`config.mk`:
```
export PLATFORM = sky130hd
export DESIGN_NAME = axiApbBridge
export DESIGN_NICKNAME = d
export VERILOG_FILES = /design/src/rtl/bridgePkg.sv /design/src/rtl/bridgeCtrl.sv /design/src/rtl/bridgeData.sv /design/src/rtl/axiApbBridge.sv
export SDC_FILE = /design/constraint.sdc
export NUM_CORES = 1
export LEC_CHECK = 0
export BUFFER_PORTS_ARGS = -buffer_cell sky130_fd_sc_hd__buf_2
export CORE_AREA = 2 2 174 176
export CTS_BUF_LIST = sky130_fd_sc_hd__clkbuf_16
export CTS_CLUSTER_DIAMETER = 60
export DETAILED_ROUTE_END_ITERATION = 8
export DIE_AREA = 0 0 176 178
export GPL_TIMING_DRIVEN = 0
export PLACE_DENSITY = 0.8
export SLEW_MARGIN = 20
export SYNTH_ARGS = -nofsm -noshare
export SYNTH_HDL_FRONTEND = slang
export SYNTH_SLANG_ARGS = --single-unit
```
`constraint.sdc`:
```
create_clock -name clk -period 4.7 [get_ports clk]
set_input_delay 0.47 -clock clk [delete_from_list [all_inputs] [get_ports clk]]
set_output_delay 0.47 -clock clk [all_outputs]
set_load 0.01 [all_outputs]
```
`src/rtl/bridgePkg.sv`:
```
`timescale 1ns/1ps
package bridgePkg;
  localparam int DATA_W = 32;
  localparam int ADDR_W = 32;
  localparam int LEN_W  = 8;

  typedef enum logic [1:0] {
    RESP_OKAY   = 2'b00,
    RESP_SLVERR = 2'b10,
    RESP_DECERR = 2'b11
  } respE;

  typedef enum logic [1:0] {
    ST_IDLE,
    ST_SETUP,
    ST_ACCESS,
    ST_RESP
  } phaseE;

  typedef struct packed {
    logic pop;          // move queue head into the active slot
    logic capture;      // last access cycle: sample selected slave
    logic setupPhase;
    logic accessPhase;
    logic respPhase;
  } ctrlStrobeT;
endpackage

```
`src/rtl/bridgeCtrl.sv`:
```
`timescale 1ns/1ps
module bridgeCtrl
  import bridgePkg::*;
(
  input  logic       clk,
  input  logic       rstN,
  input  logic       queueEmpty,
  input  logic       headSkip,
  input  logic       selReady,
  input  logic       respTaken,
  output ctrlStrobeT strobe
);
  phaseE phase, phaseNext;

  always_comb begin
    phaseNext = phase;
    strobe    = '0;
    unique case (phase)
      ST_IDLE: if (!queueEmpty) begin
        strobe.pop = 1'b1;
        phaseNext  = headSkip ? ST_RESP : ST_SETUP;
      end
      ST_SETUP: begin
        strobe.setupPhase = 1'b1;
        phaseNext         = ST_ACCESS;
      end
      ST_ACCESS: begin
        strobe.accessPhase = 1'b1;
        if (selReady) begin
          strobe.capture = 1'b1;
          phaseNext      = ST_RESP;
        end
      end
      ST_RESP: begin
        strobe.respPhase = 1'b1;
        if (respTaken) phaseNext = ST_IDLE;
      end
      default: phaseNext = ST_IDLE;
    endcase
  end

  always_ff @(posedge clk) begin
    if (!rstN) phase <= ST_IDLE;
    else       phase <= phaseNext;
  end

  AST_ONE_POP: assert property (@(posedge clk) disable iff (!rstN)
    strobe.pop |=> !strobe.pop);
  AST_RESP_RELEASE: assert property (@(posedge clk) disable iff (!rstN)
    (strobe.respPhase && respTaken) |=> !strobe.respPhase);
endmodule

```
`src/rtl/bridgeData.sv`:
```
`timescale 1ns/1ps
module bridgeData
  import bridgePkg::*;
#(
  parameter int ID_W    = 4,
  parameter int DEPTH   = 2,
  parameter int NUM_SLV = 6,
  parameter int SEL_LSB = 12,
  parameter int SEL_W   = 3
) (
  input  logic                      clk,
  input  logic                      rstN,
  input  ctrlStrobeT                strobe,
  output logic                      queueEmpty,
  output logic                      headSkip,
  output logic                      selReady,
  output logic                      respTaken,
  input  logic                      arValid,
  output logic                      arReady,
  input  logic [ADDR_W-1:0]         arAddr,
  input  logic [ID_W-1:0]           arId,
  input  logic [LEN_W-1:0]          arLen,
  output logic                      rValid,
  input  logic                      rReady,
  output logic [ID_W-1:0]           rId,
  output logic [DATA_W-1:0]         rData,
  output logic [1:0]                rResp,
  output logic                      rLast,
  input  logic                      awValid,
  output logic                      awReady,
  input  logic [ADDR_W-1:0]         awAddr,
  input  logic [ID_W-1:0]           awId,
  input  logic [LEN_W-1:0]          awLen,
  input  logic                      wValid,
  output logic                      wReady,
  input  logic [DATA_W-1:0]         wData,
  output logic                      bValid,
  input  logic                      bReady,
  output logic [ID_W-1:0]           bId,
  output logic [1:0]                bResp,
  output logic [ADDR_W-1:0]         pAddr,
  output logic [NUM_SLV-1:0]        pSel,
  output logic                      pEnable,
  output logic                      pWrite,
  output logic [DATA_W-1:0]         pWdata,
  input  logic [NUM_SLV-1:0]        pReady,
  input  logic [NUM_SLV*DATA_W-1:0] pRdata,
  input  logic [NUM_SLV-1:0]        pSlvErr
);
  localparam int PTR_W = (DEPTH > 1) ? $clog2(DEPTH) : 1;
  localparam int CNT_W = $clog2(DEPTH + 1);

  typedef struct packed {
    logic [ID_W-1:0]   id;
    logic [ADDR_W-1:0] addr;
    logic              isWrite;
    logic [DATA_W-1:0] wdata;
    logic              skip;
    logic [1:0]        errResp;
  } cmdT;

  function automatic cmdT makeCmd(input logic [ADDR_W-1:0] addr, input logic [ID_W-1:0] id,
                                  input logic [LEN_W-1:0] len, input logic isWrite,
                                  input logic [DATA_W-1:0] wdata);
    cmdT c;
    c.id = id; c.addr = addr; c.isWrite = isWrite; c.wdata = wdata;
    if (int'(addr[SEL_LSB +: SEL_W]) >= NUM_SLV) begin
      c.skip = 1'b1; c.errResp = RESP_DECERR;
    end else if (len != '0) begin
      c.skip = 1'b1; c.errResp = RESP_SLVERR;
    end else begin
      c.skip = 1'b0; c.errResp = RESP_OKAY;
    end
    return c;
  endfunction

  function automatic logic [PTR_W-1:0] nextPtr(input logic [PTR_W-1:0] p);
    return (p == PTR_W'(DEPTH - 1)) ? '0 : p + 1'b1;
  endfunction

  // ---------------- command queue ----------------
  cmdT              queueMem [DEPTH];
  logic [PTR_W-1:0] wrPtr, rdPtr;
  logic [CNT_W-1:0] count;
  logic             arPush, wPush, wrReady;
  cmdT              head;

  assign arReady = int'(count) < DEPTH;
  assign wrReady = (int'(count) + (arValid ? 2 : 1)) <= DEPTH;
  assign awReady = wrReady;
  assign wReady  = wrReady;
  assign arPush  = arValid && arReady;
  assign wPush   = awValid && wValid && wrReady;
  assign head    = queueMem[rdPtr];
  assign queueEmpty = (count == '0);
  assign headSkip   = head.skip;

  always_ff @(posedge clk) begin
    if (arPush) queueMem[wrPtr] <= makeCmd(arAddr, arId, arLen, 1'b0, '0);
    if (wPush)  queueMem[arPush ? nextPtr(wrPtr) : wrPtr] <= makeCmd(awAddr, awId, awLen, 1'b1, wData);
  end

  always_ff @(posedge clk) begin
    if (!rstN) begin
      wrPtr <= '0;
      rdPtr <= '0;
      count <= '0;
    end else begin
      if (arPush && wPush)     wrPtr <= nextPtr(nextPtr(wrPtr));
      else if (arPush || wPush) wrPtr <= nextPtr(wrPtr);
      if (strobe.pop) rdPtr <= nextPtr(rdPtr);
      count <= count + CNT_W'(arPush) + CNT_W'(wPush) - CNT_W'(strobe.pop);
    end
  end

  // ---------------- active transfer ----------------
  logic [ID_W-1:0]   actId;
  logic [ADDR_W-1:0] actAddr;
  logic              actWrite;
  logic [DATA_W-1:0] actWdata;
  logic [SEL_W-1:0]  actIdx;
  logic [1:0]        respCode;
  logic [DATA_W-1:0] readReg;
  logic [DATA_W-1:0] selRdata;
  logic              selErr;

  always_comb begin
    selRdata = '0;
    selErr   = 1'b0;
    selReady = 1'b0;
    for (int i = 0; i < NUM_SLV; i++) begin
      if (actIdx == SEL_W'(i)) begin
        selRdata = pRdata[i*DATA_W +: DATA_W];
        selErr   = pSlvErr[i];
        selReady = pReady[i];
      end
    end
  end

  always_ff @(posedge clk) begin
    if (!rstN) begin
      actId    <= '0;
      actAddr  <= '0;
      actWrite <= 1'b0;
      actWdata <= '0;
      actIdx   <= '0;
      respCode <= RESP_OKAY;
      readReg  <= '0;
    end else if (strobe.pop) begin
      actId    <= head.id;
      actAddr  <= head.addr;
      actWrite <= head.isWrite;
      actWdata <= head.wdata;
      actIdx   <= head.addr[SEL_LSB +: SEL_W];
      respCode <= head.errResp;
      readReg  <= '0;
    end else if (strobe.capture) begin
      respCode <= selErr ? RESP_SLVERR : RESP_OKAY;
      readReg  <= actWrite ? '0 : selRdata;
    end
  end

  // ---------------- APB drive ----------------
  for (genvar g = 0; g < NUM_SLV; g++) begin : gSel
    assign pSel[g] = (strobe.setupPhase || strobe.accessPhase) && (actIdx == SEL_W'(g));
  end
  assign pEnable = strobe.accessPhase;
  assign pAddr   = actAddr;
  assign pWrite  = actWrite;
  assign pWdata  = actWdata;

  // ---------------- AXI responses ----------------
  assign rValid    = strobe.respPhase && !actWrite;
  assign bValid    = strobe.respPhase && actWrite;
  assign rId       = actId;
  assign bId       = actId;
  assign rResp     = respCode;
  assign bResp     = respCode;
  assign rData     = readReg;
  assign rLast     = 1'b1;
  assign respTaken = (rValid && rReady) || (bValid && bReady);

  // ---------------- checks ----------------
  AST_SEL_ONEHOT: assert property (@(posedge clk) disable iff (!rstN)
    $onehot0(pSel));
  AST_ENABLE_NEEDS_SEL: assert property (@(posedge clk) disable iff (!rstN)
    pEnable |-> (pSel != '0));
  AST_SETUP_TO_ACCESS: assert property (@(posedge clk) disable iff (!rstN)
    ((pSel != '0) && !pEnable) |=> pEnable && $stable(pSel) && $stable(pAddr)
                                   && $stable(pWrite) && $stable(pWdata));
  AST_ACCESS_HOLD: assert property (@(posedge clk) disable iff (!rstN)
    (pEnable && !selReady) |=> pEnable && $stable(pSel) && $stable(pAddr) && $stable(pWdata));
  AST_READ_FIRST: assert property (@(posedge clk) disable iff (!rstN)
    !arReady |-> !awReady);
  AST_ONE_RESPONSE: assert property (@(posedge clk) disable iff (!rstN)
    !(rValid && bValid));
  AST_R_HOLD: assert property (@(posedge clk) disable iff (!rstN)
    (rValid && !rReady) |=> rValid && $stable(rData) && $stable(rResp) && $stable(rId));
  AST_B_HOLD: assert property (@(posedge clk) disable iff (!rstN)
    (bValid && !bReady) |=> bValid && $stable(bResp) && $stable(bId));
endmodule

```
`src/rtl/axiApbBridge.sv`:
```
`timescale 1ns/1ps
module axiApbBridge
  import bridgePkg::*;
#(
  parameter int ID_W    = 4,
  parameter int DEPTH   = 2,
  parameter int NUM_SLV = 6,
  parameter int SEL_LSB = 12,
  parameter int SEL_W   = 3
) (
  input  logic                      clk,
  input  logic                      rstN,
  input  logic                      arValid,
  output logic                      arReady,
  input  logic [ADDR_W-1:0]         arAddr,
  input  logic [ID_W-1:0]           arId,
  input  logic [LEN_W-1:0]          arLen,
  output logic                      rValid,
  input  logic                      rReady,
  output logic [ID_W-1:0]           rId,
  output logic [DATA_W-1:0]         rData,
  output logic [1:0]                rResp,
  output logic                      rLast,
  input  logic                      awValid,
  output logic                      awReady,
  input  logic [ADDR_W-1:0]         awAddr,
  input  logic [ID_W-1:0]           awId,
  input  logic [LEN_W-1:0]          awLen,
  input  logic                      wValid,
  output logic                      wReady,
  input  logic [DATA_W-1:0]         wData,
  output logic                      bValid,
  input  logic                      bReady,
  output logic [ID_W-1:0]           bId,
  output logic [1:0]                bResp,
  output logic [ADDR_W-1:0]         pAddr,
  output logic [NUM_SLV-1:0]        pSel,
  output logic                      pEnable,
  output logic                      pWrite,
  output logic [DATA_W-1:0]         pWdata,
  input  logic [NUM_SLV-1:0]        pReady,
  input  logic [NUM_SLV*DATA_W-1:0] pRdata,
  input  logic [NUM_SLV-1:0]        pSlvErr
);
  ctrlStrobeT strobe;
  logic queueEmpty, headSkip, selReady, respTaken;

  bridgeCtrl uCtrl (
    .clk(clk), .rstN(rstN), .queueEmpty(queueEmpty), .headSkip(headSkip),
    .selReady(selReady), .respTaken(respTaken), .strobe(strobe)
  );

  bridgeData #(
    .ID_W(ID_W), .DEPTH(DEPTH), .NUM_SLV(NUM_SLV), .SEL_LSB(SEL_LSB), .SEL_W(SEL_W)
  ) uData (
    .clk(clk), .rstN(rstN), .strobe(strobe),
    .queueEmpty(queueEmpty), .headSkip(headSkip), .selReady(selReady), .respTaken(respTaken),
    .arValid(arValid), .arReady(arReady), .arAddr(arAddr), .arId(arId), .arLen(arLen),
    .rValid(rValid), .rReady(rReady), .rId(rId), .rData(rData), .rResp(rResp), .rLast(rLast),
    .awValid(awValid), .awReady(awReady), .awAddr(awAddr), .awId(awId), .awLen(awLen),
    .wValid(wValid), .wReady(wReady), .wData(wData),
    .bValid(bValid), .bReady(bReady), .bId(bId), .bResp(bResp),
    .pAddr(pAddr), .pSel(pSel), .pEnable(pEnable), .pWrite(pWrite), .pWdata(pWdata),
    .pReady(pReady), .pRdata(pRdata), .pSlvErr(pSlvErr)
  );
endmodule

```
==> results.py <==
metrics = {
    "outcome": {
        "status": "finished clean",
    },
    "floorplan": {
        "core-area_mm2": 0.0294,
        "initial_utilization_pct": 41.5,
        "num_io_pins": 453,
        "die_w_um": 176,
        "die_area_mm2": 0.0313,
        "die_h_um": 178,
        "num_rows": 63,
    },
    "setup_path": {
        "worstPathRequired_ns": 4.93,
        "path_delay_family": "buffers and inverters",
        "start_kind": "flip-flop",
        "cp_common_cell": "buf_2",
        "endpoint_kind": "flip-flop",
        "crit_path_top_delay_cell": "nor2_2",
        "crit_type": "flip-flop to flip-flop",
        "worstPathMaxFanout": 51,
        "worstPathArrival_ns": 3.91,
        "critPathBufInv": 4,
        "worstPathCellList": "ha_1 > fa_1 > a21oi_1 > and3_1 > buf_2 > inv_1 > nor2_2 > buf_2 > or2_4 > buf_16",
        "max_stage_delay_ns": 0.44,
    },
    "sta": {
        "post-route-min-period_ns": 3.68,
        "rsz0062_at_grt": "false",
        "period_share_pct": 78.3,
        "setup_viol": 0,
        "fin_skew_ns": 0.0131,
        "relSlewSlack_pct": 44.9,
        "hold_viol": 0,
        "tightestPinTransition_ns": 0.827,
        "fmax_mhz": 272,
        "slew_viol_final": 0,
    },
    "power_and_ir_drop": {
        "power_density_mw_per_mm2": 636,
        "ir_drop_mv": 0.374,
        "p_leak_uw": 0.00694,
        "totalPowerFinal_uw": 10200,
    },
    "yosys": {
        "synthFlopType": "edfxtp_1",
        "synthesis.area_mm2": 0.0122,
        "synth_area_leaders": "edfxtp_1 (34%), dfxtp_1 (18%), mux2i_1 (9.5%)",
        "synthDistinctLibCells": 57,
        "synth_top_area_cell": "edfxtp_1",
        "yosys_warnings": 0,
        "seq_area_frac_synth_pct": 52.9,
        "synthCells": 1165,
        "async_flop_share_pct": 0,
        "synthMostInstantiatedCell": "nand2_1",
        "synthDominantCellAreaShare_pct": 34.5,
        "ys_ff_latch": 252,
        "synth_edf_count": 140,
        "avgSynthCellArea_um2": 10.5,
        "syn_nets": 1506,
        "synthTopCellsByCount": "nand2_1 (164), edfxtp_1 (140), mux2i_1 (116), dfxtp_1 (112), nor2_1 (96)",
    },
    "clock_tree": {
        "postCtsHoldBufs": 0,
        "htreeDepth": 1,
        "clk-insertion-delay-late_ns": 0.56,
        "cts_resized": 0,
        "cts_buffers": 29,
        "cts.clk_slew.worst_paths_ns": 0.06,
        "post-cts-setup-buffers": 0,
        "cts_buffer_depth": 3,
        "clkSinkCount": 252,
        "cts_root_buffer": "clkbuf_16",
        "cts_tree": "built",
    },
    "placed_design": {
        "port_buffers": 451,
        "gp_congestion": 0.946,
        "hpwl_um": 34200,
        "postPlaceCellArea_mm2": 0.0150,
    },
    "detailed_routing": {
        "first_pass_iters": 5,
        "drt_iter0_markers": 781,
        "wire_per_inst_um": 21.1,
        "vias": 11200,
        "vias_per_cell": 5.38,
        "drt_drc_violations_left": 0,
        "ant_nets": 0,
        "drt_wl_total_um": 43800,
    },
    "global_routing": {
        "grt_max_degree": 53,
        "grt_pass1_vias": 11100,
        "grt_use_total_pct": 26.7,
        "grt_pass1_wl_um": 63000,
        "overflow": 0,
        "antenna_found_initial": 15,
    },
    "layout": {
        "nNetsFinal": 1990,
        "fin_util_pct": 54.6,
        "design_area_mm2": 0.0160,
        "areaGrowthSynthToFinish_pct": 31.7,
        "drive_above_1_share_pct": 33.3,
    },
    "flow_run": {
        "max_cap_viol_count": 0,
    },
    "hold_path": {
        "hp-class": "input port to flip-flop",
    },
}
-- metrics by stage --
stage,instances,hold WS (ns),worst slack [ns],setup TNS (ns)
floorplan,1165,0.444,0.600,0
global placement,2006,0.458,-0.708,-52.94
detailed placement,2008,0.462,0.636,0
CTS,2062,0.162,0.936,0
global route,2072,0.176,0.824,0
finish,2072,0.185,1.02,0
-- path summary, 6_finish.rpt --
check / start / endpoint / slack (ns) / cells past startpoint
hold / removal: awAddr[26] / uData.queueMem[0][62] / 0.19 / 3
setup / recovery: uData.count[0] / uData.queueMem[1][32] / 1.02 / 10
hold reg to reg: uData.queueMem[1][35] / uData.queueMem[1][35] / 0.48 / 2
setup reg to reg: uData.count[0] / uData.queueMem[1][32] / 1.02 / 10
-- routing by layer --
metal	global-route usage [%]	part of all wire [%]	vias to the layer above
li1	-	-	5196
met1	27.7	35	5267
met2	50.7	53	577
met3	5.99	8.1	108
met4	12.7	4.4	6
met5	0	0.064	-
-- layout make-up --
| class | instances | area [µm²] |
|---|---|---|
| clock inverter | 25 | 299 |
| buffer | 108 | 504 |
| inverter | 31 | 116 |
| sequential | 252 | 6450 |
| multi-input combinational | 774 | 5130 |
| clock buffer | 29 | 726 |
| tap | 390 | 488 |
| timing repair buffer | 453 | 2310 |
| fill | 2606 | 13400 |
| antenna | 10 | 25.0 |
-- report_power, final --
| part | internal [µW] | switching [µW] |
|---|---|---|
| clock | 1430 | 984 |
| combinational | 1630 | 2630 |
| sequential | 3200 | 355 |
| total | 6250 | 3970 |
-- registers in the layout (all words and copies together) (netlist names), named ones only --
name and cells:
uCtrl.phase 2, uData.pAddr 30, uData.bId 4, uData.pWrite 1
uData.wrPtr 1, uData.rData 32, uData.actIdx 2, uData.queueMem 142
uData.bResp 2, uData.pWdata 32, uData.count 2, uData.rdPtr 1
-- logic make-up after synthesis --
group,Yosys count,synth area share (%)
other,1,0.0308
xor gates and xnor gates,5,0.359
AOI/OAI and AO/OA,225,13.0
DFF,252,52.9
muxes,133,12.6
buffers and inverters,139,5.09
and+or+nand+nor,400,14.9
adders and majority gates,10,1.15
-- tightest hold or removal path, cell delays in order --
cell,delay [ns]
buf_2,0.09
nand2_1,0.04
nand2_1,0.05
-- cells in the final DEF (no fill, tap or decap), types with 5 or more instances in the layout --
cell type,n
mux4_2,16
ha_1,8
a22o_1,29
a21oi_1,19
clkbuf_1,75
inv_1,33
xnor2_1,5
a32o_1,5
dfxtp_1,112
clkbuf_16,29
bufinv_16,5
edfxtp_1,140
nor2b_1,7
a211oi_1,69
buf_2,467
and2_1,35
mux2i_1,116
o21ai_0,54
diode_2,10
buf_4,10
nor2_1,96
clkinv_1,5
nand3_1,41
o221ai_1,16
and3_1,36
nand2_1,164
o22ai_1,17
(Power assumes the default switching activity.)
